$ cat src/rtl/pvr_pkg.sv
package pvr_pkg;

    localparam int CODE_W = 3;

    typedef logic [CODE_W-1:0] src_code_t;

    localparam src_code_t CODE_NONE = 3'b000;
    localparam src_code_t CODE_CTL  = 3'b100;
    localparam src_code_t CODE_PIPE = 3'b101;
    localparam src_code_t CODE_BOTH = 3'b110;

    // Source index order in the pending vector
    localparam int SRC_PIPE = 0;
    localparam int SRC_CTL  = 1;
    localparam int N_SRC    = 2;

    function automatic src_code_t encode_src(input logic ctl, input logic pipe);
        src_code_t c;
        case ({ctl, pipe})
            2'b10:   c = CODE_CTL;
            2'b01:   c = CODE_PIPE;
            2'b11:   c = CODE_BOTH;
            default: c = CODE_NONE;
        endcase
        return c;
    endfunction

endpackage

$ cat src/rtl/pvr_pend_bit.sv
module pvr_pend_bit (
    input  logic clk,
    input  logic rst_n,
    input  logic set_i,
    input  logic clr_i,
    output logic pend_o
);
    typedef struct packed {
        logic pend;
    } state_t;

    state_t st_d, st_q;

    always_comb begin
        st_d = st_q;
        if (clr_i)
            st_d.pend = 1'b0;
        if (set_i)
            st_d.pend = 1'b1;
    end

    always_ff @(posedge clk) begin
        if (!rst_n)
            st_q <= '0;
        else
            st_q <= st_d;
    end

    assign pend_o = st_q.pend;

    // an event that coincides with a clear keeps the flag set
    p_set_wins_r8: assert property (@(posedge clk) disable iff (!rst_n)
        set_i |=> pend_o);
    // a lone clear drops the flag
    p_clear_r8: assert property (@(posedge clk) disable iff (!rst_n)
        (clr_i && !set_i) |=> !pend_o);
    // the flag rises only after an event
    p_rise_cause_r5: assert property (@(posedge clk) disable iff (!rst_n)
        (!pend_o && !set_i) |=> !pend_o);

endmodule

$ cat src/rtl/pvr_code_latch.sv
module pvr_code_latch
    import pvr_pkg::*;
(
    input  logic      clk,
    input  logic      rst_n,
    input  logic      ack_i,
    input  src_code_t live_i,
    output src_code_t code_o
);
    typedef struct packed {
        logic      in_ack;
        src_code_t held;
    } state_t;

    state_t st_d, st_q;

    always_comb begin
        st_d        = st_q;
        st_d.in_ack = ack_i;
        if (ack_i && !st_q.in_ack)
            st_d.held = live_i;
    end

    always_ff @(posedge clk) begin
        if (!rst_n)
            st_q <= '0;
        else
            st_q <= st_d;
    end

    // First acknowledge cycle shows the live code; later cycles the captured one
    assign code_o = st_q.in_ack ? st_q.held : live_i;

    // the code stays fixed for the whole acknowledge
    p_hold_r9: assert property (@(posedge clk) disable iff (!rst_n)
        (ack_i && $past(ack_i)) |-> $stable(code_o));

endmodule

$ cat src/rtl/pvr_base_reg.sv
module pvr_base_reg #(
    parameter int VEC_W  = 8,
    parameter int CODE_W = 3,
    localparam int BASE_W = VEC_W - CODE_W
) (
    input  logic              clk,
    input  logic              rst_n,
    input  logic              wr_en_i,
    input  logic [BASE_W-1:0] wbase_i,
    output logic [BASE_W-1:0] base_o
);
    typedef struct packed {
        logic [BASE_W-1:0] base;
    } state_t;

    state_t st_d, st_q;

    always_comb begin
        st_d = st_q;
        if (wr_en_i)
            st_d.base = wbase_i;
    end

    always_ff @(posedge clk) begin
        if (!rst_n)
            st_q <= '0;
        else
            st_q <= st_d;
    end

    assign base_o = st_q.base;

    // a write lands in the base on the next cycle
    p_write_r2: assert property (@(posedge clk) disable iff (!rst_n)
        wr_en_i |=> (base_o == $past(wbase_i)));

endmodule

$ cat src/rtl/pport_vec_reg.sv
module pport_vec_reg #(
    parameter int VEC_W     = 8,
    parameter int BANK_W    = 7,
    parameter int HOME_BANK = 0
) (
    input  logic              clk,
    input  logic              rst_n,
    input  logic [BANK_W-1:0] bank_sel,
    input  logic              reg_sel,
    input  logic              reg_wr,
    input  logic [VEC_W-1:0]  reg_wdata,
    output logic [VEC_W-1:0]  reg_rdata,
    input  logic              ev_dir_flip,
    input  logic              ev_id_query,
    input  logic              pipe_req,
    input  logic              ctl_clr,
    input  logic              pipe_clr,
    input  logic              svc_ack,
    output logic              irq
);
    import pvr_pkg::*;

    localparam int BASE_W = VEC_W - CODE_W;

    logic [N_SRC-1:0] set_v, clr_v, pend_v;
    logic             bank_hit, wr_en, rd_en;
    logic [BASE_W-1:0] base_w;
    src_code_t        live_code, eff_code;

    assign set_v[SRC_CTL]  = ev_dir_flip | ev_id_query;
    assign set_v[SRC_PIPE] = pipe_req;
    assign clr_v[SRC_CTL]  = ctl_clr;
    assign clr_v[SRC_PIPE] = pipe_clr;

    for (genvar g = 0; g < N_SRC; g++) begin : g_src
        pvr_pend_bit u_pend (
            .clk    (clk),
            .rst_n  (rst_n),
            .set_i  (set_v[g]),
            .clr_i  (clr_v[g]),
            .pend_o (pend_v[g])
        );
    end

    assign bank_hit = (bank_sel == BANK_W'(HOME_BANK));
    assign wr_en    = reg_sel &  reg_wr & bank_hit;
    assign rd_en    = reg_sel & ~reg_wr & bank_hit;

    pvr_base_reg #(.VEC_W(VEC_W), .CODE_W(CODE_W)) u_base (
        .clk     (clk),
        .rst_n   (rst_n),
        .wr_en_i (wr_en),
        .wbase_i (reg_wdata[VEC_W-1:CODE_W]),
        .base_o  (base_w)
    );

    assign live_code = encode_src(pend_v[SRC_CTL], pend_v[SRC_PIPE]);

    pvr_code_latch u_code (
        .clk    (clk),
        .rst_n  (rst_n),
        .ack_i  (svc_ack),
        .live_i (live_code),
        .code_o (eff_code)
    );

    always_comb begin
        reg_rdata = '0;
        if (svc_ack)
            reg_rdata = {base_w, eff_code};
        else if (rd_en)
            reg_rdata = {base_w, CODE_NONE};
    end

    assign irq = |pend_v;

    // low bits are quiet outside acknowledge
    p_low_quiet_r3: assert property (@(posedge clk) disable iff (!rst_n)
        !svc_ack |-> (reg_rdata[CODE_W-1:0] == '0));
    // foreign-bank writes leave the base alone
    p_foreign_write_r10: assert property (@(posedge clk) disable iff (!rst_n)
        (reg_sel && reg_wr && (bank_sel != BANK_W'(HOME_BANK))) |=> $stable(base_w));
    // foreign-bank reads return zero
    p_foreign_read_r10: assert property (@(posedge clk) disable iff (!rst_n)
        (reg_sel && !reg_wr && !svc_ack && (bank_sel != BANK_W'(HOME_BANK)))
            |-> (reg_rdata == '0));
    // only the four legal codes appear during acknowledge
    p_code_legal_r4: assert property (@(posedge clk) disable iff (!rst_n)
        svc_ack |-> (reg_rdata[CODE_W-1:0] == CODE_NONE || reg_rdata[CODE_W-1:0] == CODE_CTL
                  || reg_rdata[CODE_W-1:0] == CODE_PIPE || reg_rdata[CODE_W-1:0] == CODE_BOTH));
    // no interrupt without a preceding request
    p_irq_cause_r7: assert property (@(posedge clk) disable iff (!rst_n)
        (!irq && !ev_dir_flip && !ev_id_query && !pipe_req) |=> !irq);

endmodule

$ cat config.mk
export PLATFORM = sky130hd
export DESIGN_NAME = pport_vec_reg
export DESIGN_NICKNAME = d
export VERILOG_FILES = /design/src/rtl/pvr_pkg.sv /design/src/rtl/pvr_pend_bit.sv /design/src/rtl/pvr_code_latch.sv /design/src/rtl/pvr_base_reg.sv /design/src/rtl/pport_vec_reg.sv
export SDC_FILE = /design/constraint.sdc
export NUM_CORES = 1
export LEC_CHECK = 0
export ABC_AREA = 1
export CELL_PAD_IN_SITES_DETAIL_PLACEMENT = 2
export CELL_PAD_IN_SITES_GLOBAL_PLACEMENT = 2
export CORE_MARGIN = 4
export CORE_UTILIZATION = 29
export DETAILED_ROUTE_END_ITERATION = 7
export DONT_BUFFER_PORTS = 1
export GPL_TIMING_DRIVEN = 0
export PLACE_DENSITY_LB_ADDON = 0.1
export SLEW_MARGIN = 20
export SYNTH_ARGS = -nofsm -noshare
export SYNTH_HDL_FRONTEND = slang
export SYNTH_SLANG_ARGS = --single-unit
$ cat constraint.sdc
create_clock -name clk -period 2.75 [get_ports clk]
set_clock_uncertainty 0.15 [all_clocks]
set_input_delay 0.1375 -clock clk [delete_from_list [all_inputs] [get_ports clk]]
set_output_delay 0.1375 -clock clk [all_outputs]
set_load 0.005 [all_outputs]
## Word level (Yosys, flattened, before mapping)

Index checks and enable logic that the tools add are counted.

| operators by class | value |
|---|---|
| eq/ne operators | 3 |
| muxes and demuxes | 8 |
| bitwise gates (word level) | 6 |
| reductions and logical operators | 6 |

Operator list:

| operator | count |
|---|---|
| $mux W8 | 2 |
| $pmux W3 S3 | 1 |
| $logic_not A7 Y1 | 1 |
| $and A1 B1 Y1 | 4 |
| $eq A2 B2 Y1 const B | 2 |
| $mux W1 | 4 |
| $reduce_bool A2 Y1 | 2 |
| $mux W3 | 1 |
| $eq A2 B1 Y1 const B | 1 |
| $reduce_or A2 Y1 | 1 |
| $logic_and A1 B1 Y1 | 1 |
| $logic_not A1 Y1 | 1 |
| $not A1 Y1 | 1 |
| $or A1 B1 Y1 | 1 |

| storage, ports and cells | value |
|---|---|
| register bits after elaboration | 11 |
| output and inout port bits | 9 |

## Logic depth before layout (Yosys ltp)

| depth | value |
|---|---|
| word-level depth | 5 |
| gate-level depth with buffers | 7 |

## By module

A second synthesis with hierarchy kept.

| second synthesis, totals | value |
|---|---|
| cell total of the unflattened synthesis | 114 |
| area total of the unflattened synthesis | 653.1 sq um |

Modules (own cells, without submodules):

| module | times used | cells each | area an instance (sq um) |
|---|---|---|---|
| pvr_base_reg | 1 | 31 | 205.2 |
| pvr_code_latch | 1 | 31 | 187.7 |
| pport_vec_reg | 1 | 40 | 172.7 |
| pvr_pend_bit | 2 | 6 | 43.8 |

## Least setup slack after synthesis

OpenSTA, ideal clock, no wires.

| path | value |
|---|---|
| path kind | register to output |
| start point | reg g_src[1].u_pend.st_q |
| end point | out reg_rdata[2] |
| data arrival time | 0.740 ns |
| required time | 2.463 ns |
| slack | 1.722 ns |
| cell stages (with the launch flop) | 4 |
| path through | dfxtp_1 -> or2_2 -> nand2_1 -> nand2_1 |

| on the way | value |
|---|---|
| cells in the longest elaborated chain, start to end | 4 |
| elaborated cells on any way between the ends | 6 |
| those cells by class | eq/ne (3); mux (3) |

Ends and longest elaborated chain:

| item | RTL line | RTL |
|---|---|---|
| start: declaration | pvr_pend_bit.sv:12 | `state_t st_d, st_q;` |
| start signal: assignment | pvr_pend_bit.sv:26 | `st_q <= st_d;` |
| $eq A2 B2 Y1 / $eq A2 B1 Y1 (equally long branches) | pvr_pkg.sv:19 | `case ({ctl, pipe})` |
| $pmux W3 S3 * | pvr_pkg.sv:19 |  |
| $mux W3 * | pvr_code_latch.sv:32 | `assign code_o = st_q.in_ack ? st_q.held : live_i;` |
| $mux W8 * | pport_vec_reg.sv:69 | `if (svc_ack)` |
| end: declaration | pport_vec_reg.sv:12 | `output logic [VEC_W-1:0] reg_rdata,` |

Every way passes the cells marked *; elsewhere a longest branch is shown, timed or not.

## Final worst setup path

| path | value |
|---|---|
| start point | in rst_n |
| end point | reg g_src[1].u_pend.st_q |

RTL lines:

| item | RTL line | RTL |
|---|---|---|
| start: declaration | pport_vec_reg.sv:7 | `input logic rst_n,` |

No word-level cell between the ends.

==> key figures <==
Pwr
  – Total power: 317.5 µW
  – Max VDD drop: 0.0003051 V
  – Leak pwr: 0.0003318 µW
  – Pwr Density: ~430 nW/µm²

Floorplan
  – Row count: 15
  – Die Area: 2685 µm²
  – Die Y: 51.82 µm
  – DIE WIDTH: 51.82 µm
  – Initial Utilization: a little under a third
  – Core region area: 1764 µm²
  – I/O pins: 34

Timing
  – Tcrit/Tclk final: 57.50%
  – Setup TNS: 0 ps
  – FMAX: 632.4 MHz
  – Final setup vio count: 0
  – Crit path time final: 1581 ps
  – Rel. slew slack: 81.17%
  – Pins over their slew limit: 0
  – Hold slack: 138.7 ps
  – RSZ-0062 raised after global routing: no
  – Worst-Margin Slew: 280.6 ps
  – Fin. Hold Viols: 0

Clock network
  – Sink Count: 11
  – PostCTS Resize Cnt: 0
  – CTS tree: built
  – Post-CTS Setup Inserts: 0
  – CTS max path bufs: 2
  – CTS clk-pin slew, worst paths: 70 ps
  – H-tree depth: 1
  – Root Driver: clkbuf_4
  – Post-CTS Hold Fix Bufs: 12
  – Clock latency on the worst-skew pair: 260 ps
  – CTS Buf Count: 3

GRT
  – Met1 Use GR: 15.96%
  – Overall routing resource usage: 13.90%
  – Largest net degree at the start of global routing: 11
  – Gr busiest metal: met2
  – Initial antenna violation count: 0
  – Total gr overflow: 0
  – First-pass GRT wire length: 2822 µm
  – M2 GR Usage: 23.73%
  – Global routing met3 resource utilization: between 7 and 8%
  – Vias in the first global route: 640

Finish
  – Final #Nets: 125
  – Fillers: 230
  – Layout cells sized above 1: 7.071%
  – Layout area overhead: 31.91%
  – Post-Route Utilization: 41.63%
  – Diodes inserted: 0
  – Register Area: roughly 220 µm²
  – Multi-input logic area: 272.8 µm²
  – Final Cell Area: 734.5 µm²

Placed design
  – GP Congestion: 0.6210
  – I/O Buffers: 0
  – Post-DP Area: 588.1 µm²
  – Hpwl dp: approximately 1200 µm

Drt
  – Total Wirelength: roughly 1600 µm
  – Vias per cell: about 4.7
  – Routed WL per cell: 12.76 µm
  – Number of remaining DRC errors: 0
  – Pre-antenna DRT Iters: 4
  – Antenna-violating nets left: 0
  – Vias: 578
  – Starting DRC count in detailed routing: 4

Logic synthesis
  – Mapped Avg Cell Area: 6.708 µm²
  – Unique masters post-synth: 13
  – Post-synth top area cell: dfxtp_1
  – Synth top area cells: dfxtp_1 (40%), nand2_1 (12%), a21oi_1 (9.0%)
  – Post-synthesis sequential area ratio: 39.55%
  – Synth Instances: 83
  – Synth top area share: 39.55%
  – FF+latch count, synth: 11
  – Syn_nets: 108
  – Post-Syn Area: around 560 µm²
  – Yosys warning count: 0

Flow run
  – Max_cap viols: 0

Worst hold path
  – Hold Startpoint: reg_sel
  – Hold Path Class: input pin to register
  – Worst Hold End: u_base.base_o[4]
  – Hold depth: 4

Setup path
  – Crit Path Class: input pin to register
  – Critical Path Sink Type: register
  – Worst Path Required: 2810 ps
  – Crit path DAT: 1640 ps
  – Worst Path Max Fanout: 6
  – Flop-to-flop setup slack: 1430 ps
  – Worst R2R End: g_src[0].u_pend.pend_o
  – Worst R2R Start: g_src[0].u_pend.pend_o
  – FF-to-FF path depth: 3
  – Worst setup SP type: input pin

Outcome
  – Status: complete, no violations
## stage by stage
step                      instances  setup slack, ps
after floorplan                  83             1722
after CTS                       124             1165
after global placement          108             1614
final                           124             1169
after global routing            124             1108
after detailed placement        108             1600
## layout by cell type (no fill, tap or decap)
| cell | Yosys | routed |
|---|---|---|
| a21boi_0 | 5 | 5 |
| a21oi_1 | 10 | 10 |
| buf_6 | 1 | 1 |
| clkbuf_1 | 0 | 1 |
| clkbuf_4 | 0 | 3 |
| clkinv_1 | 1 | 1 |
| dfxtp_1 | 11 | 11 |
| dlygate4sd3_1 | 0 | 12 |
| inv_1 | 13 | 13 |
| nand2_1 | 18 | 18 |
| nand3_1 | 9 | 9 |
| nand3b_1 | 1 | 1 |
| nor2_1 | 11 | 11 |
| nor2_2 | 1 | 1 |
| nor2_4 | 1 | 1 |
| or2_2 | 1 | 1 |
## worst max path at each step
stage	startpoint	endpoint	slack [ps]	cells after the start
finish	rst_n	g_src[1].u_pend.pend_o	1170	4
global route	rst_n	g_src[1].u_pend.pend_o	1110	4
CTS	rst_n	g_src[1].u_pend.pend_o	1160	4
detailed placement	bank_sel[5]	reg_rdata[3]	1600	5
global placement	bank_sel[5]	reg_rdata[3]	1610	5
floorplan	g_src[1].u_pend.pend_o	reg_rdata[2]	1720	3
## metal layers
layer  routed length, µm  share of wire [%]
met2                 723                 46
met5                   0                  0
met1                 669                 42
met3                 188                 12
met4                   0                  0
## worst max-delay path, stage by stage
cell           delay, ps
dlygate4sd3_1        670
inv_1                160
a21oi_1              130
dlygate4sd3_1        550
## area by class of cell
class / instances / area share (%)
Buffer: 1 / 1.533
Clock buffer: 4 / 3.578
Inverter: 14 / 7.155
Multi-Input combinational cell: 57 / 37.14
Sequential cell: 11 / 29.98
Tap cell: 25 / 4.259
Timing Repair Buffer: 12 / 16.35
## state kept, by name (all words and copies together), names as in the netlist
register             count
g_src.u_pend.pend_o      2
u_base.base_o            5
u_code.st_q              4
## where the power goes
group          switching [µW]  internal [µW]  leakage, µW
Clock                    51.7           56.1    0.0000150
Sequential               4.27            164    0.0000898
Combinational            20.7           20.8     0.000227
Total                    76.6            241     0.000332
## Yosys cell counts, drive strengths merged
cell and instances:
nand2 18, or2 1, nand3 9, clkinv 1
nor2 13, nand3b 1, inv 13, dfxtp 11
a21boi 5, a21oi 10, buf 1
## logic make-up after synthesis
group / after synthesis / synth area share (%)
compound gates: 15 / 15.73
simple gates: 42 / 33.26
flops: 11 / 39.55
buf+inv: 15 / 11.46
Power figures use the tool's default switching activity.
